--- src/rtl/pq_pkg.sv ---
// Package: shared constants and the entry layout of the receive queue.
// Assumes an entry of 32 bytes and a resource code that fits in one byte.
package pq_pkg;
    localparam int ENTRY_BITS = 256;
    localparam int PL_BITS    = 96;
    localparam int HDR_BITS   = 24;
    localparam int SUPP_BITS  = 16;
    localparam int CODE_BITS  = 8;

    // Builds one queue entry from the message fields and the resource code.
    function automatic logic [ENTRY_BITS-1:0] pack_entry(
        input logic [PL_BITS-1:0]   pl,
        input logic [HDR_BITS-1:0]  hdr,
        input logic [CODE_BITS-1:0] code,
        input logic [SUPP_BITS-1:0] supp);
        logic [ENTRY_BITS-1:0] e;
        e = '0;
        e[PL_BITS-1:0]                  = pl;
        e[PL_BITS +: HDR_BITS]          = hdr;
        e[PL_BITS+HDR_BITS +: CODE_BITS] = code;
        e[128 +: SUPP_BITS]             = supp;
        return e;
    endfunction
endpackage

--- src/rtl/pq_ring_ptr.sv ---
// Module: tail index of the circular queue window, plus the room check.
// Assumes cfg_last >= cfg_first, and that both are held steady after reset.
module pq_ring_ptr #(
    parameter int IDXW = 5,
    parameter int CW   = 4
) (
    input  logic            clk,
    input  logic            rst_n,
    input  logic [IDXW-1:0] first,
    input  logic [IDXW-1:0] last,
    input  logic            adv,
    input  logic [CW-1:0]   held_cnt,
    output logic [IDXW-1:0] tail,
    output logic            room
);
    localparam int LW = (IDXW > CW ? IDXW : CW) + 1;

    logic [LW-1:0] ring_len;

    // Window length, and room while fewer entries are held than it has.
    always_comb begin
        ring_len = LW'(last) - LW'(first) + LW'(1);
        room     = LW'(held_cnt) < ring_len;
    end

    // Advance the tail one entry per write, going back to first after last.
    always_ff @(posedge clk) begin
        if (!rst_n)
            tail <= first;
        else if (adv)
            tail <= (tail == last) ? first : tail + IDXW'(1);
    end

    AST_TAIL_IN_WINDOW: assert property (@(posedge clk) disable iff (!rst_n)
        (tail >= first) && (tail <= last));
endmodule

--- src/rtl/pq_ack_slot.sv ---
// Module: one software-acknowledge resource. It holds the pending and
// timeout bits, the timeout counter, the stored sender and a reply request.
// Assumes alloc is raised only while busy is low.
module pq_ack_slot #(
    parameter int SRCW        = 8,
    parameter int TMO_CYCLES  = 64
) (
    input  logic            clk,
    input  logic            rst_n,
    input  logic            alloc,
    input  logic [SRCW-1:0] src_in,
    input  logic            int_all_in,
    input  logic            clr_pend,
    input  logic            clr_tmo,
    input  logic            rep_take,
    output logic            pending,
    output logic            timed_out,
    output logic            rep_req,
    output logic            rep_is_err,
    output logic [SRCW-1:0] src,
    output logic            int_all,
    output logic            busy
);
    localparam int CNTW = (TMO_CYCLES > 2) ? $clog2(TMO_CYCLES) : 1;
    localparam logic [CNTW-1:0] CNT_END = CNTW'(TMO_CYCLES - 1);

    logic [CNTW-1:0] cnt;

    // Held from allocation until every bit and the reply are gone.
    always_comb busy = pending | timed_out | rep_req;

    // Move through pending, reply and timeout, counting the wait.
    always_ff @(posedge clk) begin
        if (!rst_n) begin
            pending    <= 1'b0;
            timed_out  <= 1'b0;
            rep_req    <= 1'b0;
            rep_is_err <= 1'b0;
            src        <= '0;
            int_all    <= 1'b0;
            cnt        <= '0;
        end else begin
            if (alloc) begin
                pending <= 1'b1;
                src     <= src_in;
                int_all <= int_all_in;
                cnt     <= '0;
            end else if (pending) begin
                if (clr_pend) begin
                    pending    <= 1'b0;
                    rep_req    <= 1'b1;
                    rep_is_err <= 1'b0;
                end else if (cnt == CNT_END) begin
                    pending    <= 1'b0;
                    timed_out  <= 1'b1;
                    rep_req    <= 1'b1;
                    rep_is_err <= 1'b1;
                end else begin
                    cnt <= cnt + CNTW'(1);
                end
            end
            if (timed_out && clr_tmo)
                timed_out <= 1'b0;
            if (rep_take)
                rep_req <= 1'b0;
        end
    end

    AST_REPLY_FROM_PENDING: assert property (@(posedge clk) disable iff (!rst_n)
        $rose(rep_req) |-> $past(pending));
    AST_TMO_ERR_REPLY: assert property (@(posedge clk) disable iff (!rst_n)
        $rose(timed_out) |-> (rep_req && rep_is_err && !pending));
    AST_TMO_CLEAR_SILENT: assert property (@(posedge clk) disable iff (!rst_n)
        $fell(timed_out) |-> !$rose(rep_req));
    AST_PENDING_EXCLUSIVE: assert property (@(posedge clk) disable iff (!rst_n)
        pending |-> !(timed_out || rep_req));
endmodule

--- src/rtl/pq_reply_arb.sv ---
// Module: picks the lowest-indexed waiting reply and returns the take strobe.
// Assumes the sender fields are packed with resource i at bits [i*SRCW +: SRCW].
module pq_reply_arb #(
    parameter int NRES = 8,
    parameter int SRCW = 8
) (
    input  logic [NRES-1:0]      req,
    input  logic [NRES-1:0]      err,
    input  logic [NRES*SRCW-1:0] srcs,
    input  logic                 rep_ready,
    output logic                 rep_valid,
    output logic [SRCW-1:0]      rep_dst,
    output logic                 rep_err,
    output logic [NRES-1:0]      take
);
    logic [NRES-1:0] grant;

    // Lowest index first, searched from the top down.
    always_comb begin
        grant   = '0;
        rep_dst = '0;
        rep_err = 1'b0;
        for (int i = NRES - 1; i >= 0; i--) begin
            if (req[i]) begin
                grant   = '0;
                grant[i] = 1'b1;
                rep_dst = srcs[i*SRCW +: SRCW];
                rep_err = err[i];
            end
        end
        rep_valid = |req;
        take      = rep_ready ? grant : '0;
    end

    AST_GRANT_ONEHOT: assert final ($onehot0(grant));
endmodule

--- src/rtl/pq_recv_unit.sv ---
// Module: top of the receive side. It accepts messages, assigns acknowledge
// resources, writes queue entries, drives the interrupts and sends the replies.
// Assumes cfg_first/cfg_last are steady from reset on, and NRES <= 8.
module pq_recv_unit #(
    parameter int QDEPTH     = 17,
    parameter int NRES       = 8,
    parameter int NCPU       = 4,
    parameter int SRCW       = 8,
    parameter int TMO_CYCLES = 64,
    parameter int IDXW       = $clog2(QDEPTH)
) (
    input  logic                 clk,
    input  logic                 rst_n,
    input  logic [IDXW-1:0]      cfg_first,
    input  logic [IDXW-1:0]      cfg_last,
    input  logic                 msg_valid,
    output logic                 msg_ready,
    input  logic [SRCW-1:0]      msg_src,
    input  logic                 msg_int_all,
    input  logic [95:0]          msg_payload,
    input  logic [23:0]          msg_hdr,
    input  logic [15:0]          msg_supp,
    output logic                 qw_en,
    output logic [IDXW-1:0]      qw_idx,
    output logic [255:0]         qw_data,
    input  logic                 ack_wen,
    input  logic [2*NRES-1:0]    ack_wdata,
    output logic [2*NRES-1:0]    ack_state,
    output logic                 rep_valid,
    input  logic                 rep_ready,
    output logic [SRCW-1:0]      rep_dst,
    output logic                 rep_err,
    output logic [NCPU-1:0]      irq
);
    import pq_pkg::*;

    localparam int CW = $clog2(NRES + 1);
    localparam int RW = (NRES > 1) ? $clog2(NRES) : 1;

    logic [NRES-1:0]      pend, tmo, rreq, rerr, busy, ib, take, alloc_vec;
    logic [NRES*SRCW-1:0] srcs;
    logic [CW-1:0]        held_cnt;
    logic [RW-1:0]        alloc_idx;
    logic                 any_free, room, accept;
    logic [IDXW-1:0]      tail;
    logic [CODE_BITS-1:0] code;

    // Lowest free resource and the number of resources held.
    always_comb begin
        any_free  = 1'b0;
        alloc_idx = '0;
        held_cnt  = '0;
        for (int i = NRES - 1; i >= 0; i--) begin
            if (!busy[i]) begin
                any_free  = 1'b1;
                alloc_idx = RW'(i);
            end
            held_cnt = held_cnt + CW'(busy[i]);
        end
    end

    // Handshake and the one-hot allocation strobe.
    always_comb begin
        msg_ready = any_free && room;
        accept    = msg_valid && msg_ready;
        alloc_vec = '0;
        if (accept)
            alloc_vec[alloc_idx] = 1'b1;
        code = '0;
        code[alloc_idx] = 1'b1;
    end

    pq_ring_ptr #(.IDXW(IDXW), .CW(CW)) u_ring (
        .clk(clk), .rst_n(rst_n), .first(cfg_first), .last(cfg_last),
        .adv(accept), .held_cnt(held_cnt), .tail(tail), .room(room)
    );

    for (genvar g = 0; g < NRES; g++) begin : g_slot
        pq_ack_slot #(.SRCW(SRCW), .TMO_CYCLES(TMO_CYCLES)) u_slot (
            .clk(clk), .rst_n(rst_n),
            .alloc(alloc_vec[g]), .src_in(msg_src), .int_all_in(msg_int_all),
            .clr_pend(ack_wen && ack_wdata[g]),
            .clr_tmo(ack_wen && ack_wdata[NRES + g]),
            .rep_take(take[g]),
            .pending(pend[g]), .timed_out(tmo[g]), .rep_req(rreq[g]),
            .rep_is_err(rerr[g]), .src(srcs[g*SRCW +: SRCW]),
            .int_all(ib[g]), .busy(busy[g])
        );
    end

    pq_reply_arb #(.NRES(NRES), .SRCW(SRCW)) u_arb (
        .req(rreq), .err(rerr), .srcs(srcs), .rep_ready(rep_ready),
        .rep_valid(rep_valid), .rep_dst(rep_dst), .rep_err(rep_err),
        .take(take)
    );

    // Register the queue write for the cycle after acceptance.
    always_ff @(posedge clk) begin
        if (!rst_n) begin
            qw_en   <= 1'b0;
            qw_idx  <= '0;
            qw_data <= '0;
        end else begin
            qw_en <= accept;
            if (accept) begin
                qw_idx  <= tail;
                qw_data <= pack_entry(msg_payload, msg_hdr, code, msg_supp);
            end
        end
    end

    // Register image and per-processor interrupts.
    always_comb ack_state = {tmo, pend};

    for (genvar c = 0; c < NCPU; c++) begin : g_irq
        if (c == 0) begin : g_home
            always_comb irq[c] = |pend;
        end else begin : g_other
            always_comb irq[c] = |(pend & ib);
        end
    end

    AST_CODE_ONEHOT: assert property (@(posedge clk) disable iff (!rst_n)
        qw_en |-> $onehot(qw_data[127:120]));
    AST_IRQ_ON_WRITE: assert property (@(posedge clk) disable iff (!rst_n)
        qw_en |-> irq[0]);
    AST_NO_OVERFLOW: assert property (@(posedge clk) disable iff (!rst_n)
        accept |=> $countones(ack_state[NRES-1:0]) >= 1);
    AST_REPLY_HOLD: assert property (@(posedge clk) disable iff (!rst_n)
        (rep_valid && !rep_ready) |=> rep_valid);
endmodule

--- config.mk ---
export PLATFORM = sky130hd
export DESIGN_NAME = pq_recv_unit
export DESIGN_NICKNAME = d
export VERILOG_FILES = /design/src/rtl/pq_pkg.sv /design/src/rtl/pq_ring_ptr.sv /design/src/rtl/pq_ack_slot.sv /design/src/rtl/pq_reply_arb.sv /design/src/rtl/pq_recv_unit.sv
export SDC_FILE = /design/constraint.sdc
export NUM_CORES = 1
export LEC_CHECK = 0
export BUFFER_PORTS_ARGS = -buffer_cell sky130_fd_sc_hd__buf_2
export CAP_MARGIN = 5
export CORE_AREA = 2 2 182 184
export CTS_CLUSTER_DIAMETER = 150
export DETAILED_ROUTE_END_ITERATION = 7
export DIE_AREA = 0 0 184 186
export PLACE_DENSITY_LB_ADDON = 0.25
export SLEW_MARGIN = 20
export SYNTH_ARGS = -nofsm -noshare
export SYNTH_HDL_FRONTEND = slang
export SYNTH_SLANG_ARGS = --single-unit
--- constraint.sdc ---
create_clock -name clk -period 11.3 [get_ports clk]
set_input_delay 0.565 -clock clk [delete_from_list [all_inputs] [get_ports clk]]
set_output_delay 0.565 -clock clk [all_outputs]
set_load 0.1 [all_outputs]
==> key figures <==
CTS
  – CTS Buf Count: 35
  – Clock sink count: 307
  – Number of setup buffers added after CTS: 0
  – Root Buffer Master: clkbuf_16
  – Cts repair resizes: 0
  – CTS tree: built
  – CTS Hold Buffers Added: 0
  – H-tree level count: 2
  – Clock latency on the worst-skew pair: 0.51 ns
  – Clock transition at path regs: 0.06 ns
  – Max Root-Sink Buffers: 3

Floorplanning
  – # IOs: 469
  – Core box area: 32,200 sq um
  – Full die area: 34,200 sq um
  – Die Y-Extent: 186 um
  – Initial Utilization: 0.420
  – Num rows: 66
  – Die width: 184 um

STA
  – Rel. slew slack: 0.317
  – Max-slew violations: 0
  – Final setup fails: 0
  – Worst Max-Slew Pin Slew: 1.02 ns
  – Min Clock Period, post-route: 6.66 ns
  – RSZ-0062 raised after global routing: false
  – Maximum clock frequency: 0.150 GHz
  – Clock skew: 0.0132 ns
  – Endpoints failing hold: 0
  – Fin crit share: 0.589
  – Fin worst setup slack: 4.64 ns
  – Setup TNS: 0 ns

Detailed routing
  – Initial drt markers: 665
  – Post-DRT Antenna Nets: 0
  – Drt first pass iters: 5
  – DRC: 0
  – Via count: 11,800
  – Routed vias/inst: 4.93
  – WL/cell: 16.2 um
  – Drt total wl: 38,700 um

Placement
  – Port Buffers: 356
  – HPWL Detailed: 28,000 um
  – Place WS: 4.67 ns
  – Cell Area, Placed: 15,000 sq um
  – Final GP Congestion: 0.828

Worst setup path
  – WP data arrival: 7.09 ns
  – Critical Path End Type: flip-flop
  – Worst EP required: 11.73 ns
  – R2r setup slk: 4.64 ns
  – Worst reg-to-reg path cell count: 18
  – Critical path type: flip-flop to flip-flop
  – Setup crit start kind: flip-flop
  – CP Max Fanout: 90
  – Reg-to-reg endpoint: qw_data[115]
  – R2r startpoint: g_slot[0].u_slot.rep_req

Global routing
  – Vias in the first global route: 10,600
  – First-pass GRT wire length: 58,200 um
  – Total GRT Usage: 0.213
  – Initial antenna violation count: 1
  – Total gr overflow: 0
  – Largest net degree at the start of global routing: 108

Yosys
  – Syn_area_per_cell: 8.12 sq um
  – Sequential share of the synthesized area: 0.458
  – Area of the mapped netlist: 13,500 sq um
  – Synth top area share: 0.447
  – Async SR Flop Fraction: 0
  – Area contributors post-synth: dfxtp_1, nand2_1, buf_4
  – Synth Flop Type: dfxtp_1
  – Syn Inst Count: 1,668
  – Post-synth EDFFs: 5
  – Yosys top cell by area: dfxtp_1
  – Flops & latches, synth: 307
  – Synth unique cells: 45
  – Synthesis Warnings: 0

Power and ir drop
  – Switching power total: 1.32 mW
  – Tot Pwr: 3.37 mW
  – Clk network pwr share: 0.359
  – Comb power frac: 0.284
  – P_int: 2.05 mW
  – Pwr Density: 207 nW/um^2
  – Leakage Power: 7.67 nW
  – Sw frac: 0.391
  – Reg power frac: 0.357
  – Worst vdd ir: 0.126 mV

Final layout
  – Area growth, synth to finish: 20.0%
  – Layout cells sized above 1: 0.222
  – # nets final: 2,159
  – Most frequent cells in the layout: nand2_1, buf_2, dfxtp_1
  – Commonest non-fill, non-tap cell in the layout: nand2_1
  – Fin area: 16,200 sq um

Worst hold path
  – Hold depth: 2
  – Startpoint of the worst hold path: ack_wdata[10]
  – Hold path endpoint: g_slot[2].u_slot.timed_out
  – Hold Path Class: input pin to flip-flop

Run status
  – Status: completed

Run
  – Number of max-cap violations: 0
[cell type report]
type / instances / area (sq um)
Timing Repair Buffer: 365 / 1850
Inverter: 46 / 178
Tap cell: 408 / 510
Antenna cell: 1 / 2.50
Sequential cell: 307 / 6200
Multi-Input combinational cell: 1199 / 6260
Clock buffer: 50 / 1060
Fill cell: 3124 / 16000
Clock inverter: 13 / 186
[worst max-delay path by stage]
stage | startpoint | end | slack, ns | cells past startpoint
after CTS | g_slot[0].u_slot.rep_req | qw_data[97] | 4.67 | 18
final | g_slot[0].u_slot.rep_req | qw_data[115] | 4.64 | 18
after global placement | g_slot[0].u_slot.rep_req | qw_data[106] | 4.86 | 18
after global routing | g_slot[0].u_slot.rep_req | qw_data[97] | 4.20 | 18
after floorplan | g_slot[0].u_slot.timed_out | msg_ready | 5.82 | 14
after detailed placement | g_slot[0].u_slot.rep_req | qw_data[81] | 4.67 | 18
[layer usage]
metal	track usage	share of wire	vias to the layer above
met5	0	0.00034	-
li1	-	-	5903
met1	0.277	0.43	5469
met3	0.0479	0.068	58
met2	0.357	0.48	350
met4	0.0595	0.023	2
[worst max-delay path: stages (launching register included)]
cell and delay (ns):
dfxtp_1 0.83, or3_1 0.30, inv_1 0.11, fa_1 0.50
inv_1 0.06, fa_1 0.47, inv_1 0.05, fa_1 0.47
inv_1 0.04, ha_1 0.19, fa_1 0.38, xor2_1 0.15
ha_1 0.27, o21ai_0 0.10, o21ai_1 0.74, a21o_4 0.66
buf_4 0.81, nand2_1 0.15, a21oi_1 0.18
[per-stage QoR]
stage                     instances   util  hold slack, ns
final                          2389  0.504           0.254
after global routing           2388  0.504           0.244
after CTS                      2388  0.504           0.238
after detailed placement       2325  0.466           0.443
after global placement         2325  0.466           0.438
after floorplan                1779      -           0.436
[power by group through the flow]
stage                     clock network [mW]  logic (mW)  registers, mW
after global routing                    1.29        1.01           1.21
after floorplan                            0       0.453           1.60
final                                   1.21       0.956           1.20
after CTS                               1.24       0.961           1.20
after detailed placement                   0       0.960           1.23
after global placement                     0       0.954           1.22
[Yosys cell counts, types with 12 or more instances]
| master | count |
|---|---|
| a211oi_1 | 14 |
| inv_1 | 45 |
| nand4_1 | 18 |
| xor2_1 | 30 |
| buf_4 | 130 |
| a21oi_1 | 188 |
| buf_2 | 24 |
| mux2i_1 | 33 |
| and3_1 | 39 |
| clkbuf_1 | 70 |
| dfxtp_1 | 302 |
| o21ai_0 | 55 |
| xnor2_1 | 20 |
| nand2_1 | 387 |
| nor3_1 | 19 |
| a221oi_1 | 12 |
| nand3_1 | 63 |
| ha_1 | 24 |
| nor2_1 | 106 |
[sequential cells by signal, indices dropped and copies added, names as in the netlist]
register / cells
g_slot.u_slot.cnt: 48
g_slot.u_slot.int_all: 8
g_slot.u_slot.pending: 8
g_slot.u_slot.rep_is_err: 8
g_slot.u_slot.rep_req: 8
g_slot.u_slot.src: 64
g_slot.u_slot.timed_out: 8
qw_data: 144
qw_en: 1
qw_idx: 5
u_ring.tail: 5
[logic make-up (layout without fill, tap and decap cells)]
kind of cell	after synthesis	after routing	synth area share
fa+ha+maj	29	29	0.0296
xor+xnor	50	50	0.0323
compound gates	314	314	0.133
flops	307	307	0.458
mux	38	38	0.0286
other cells	1	113	0.000277
simple gates	656	656	0.205
buf+inv	273	474	0.114
Note: power is estimated with default switching activity, not from simulation.
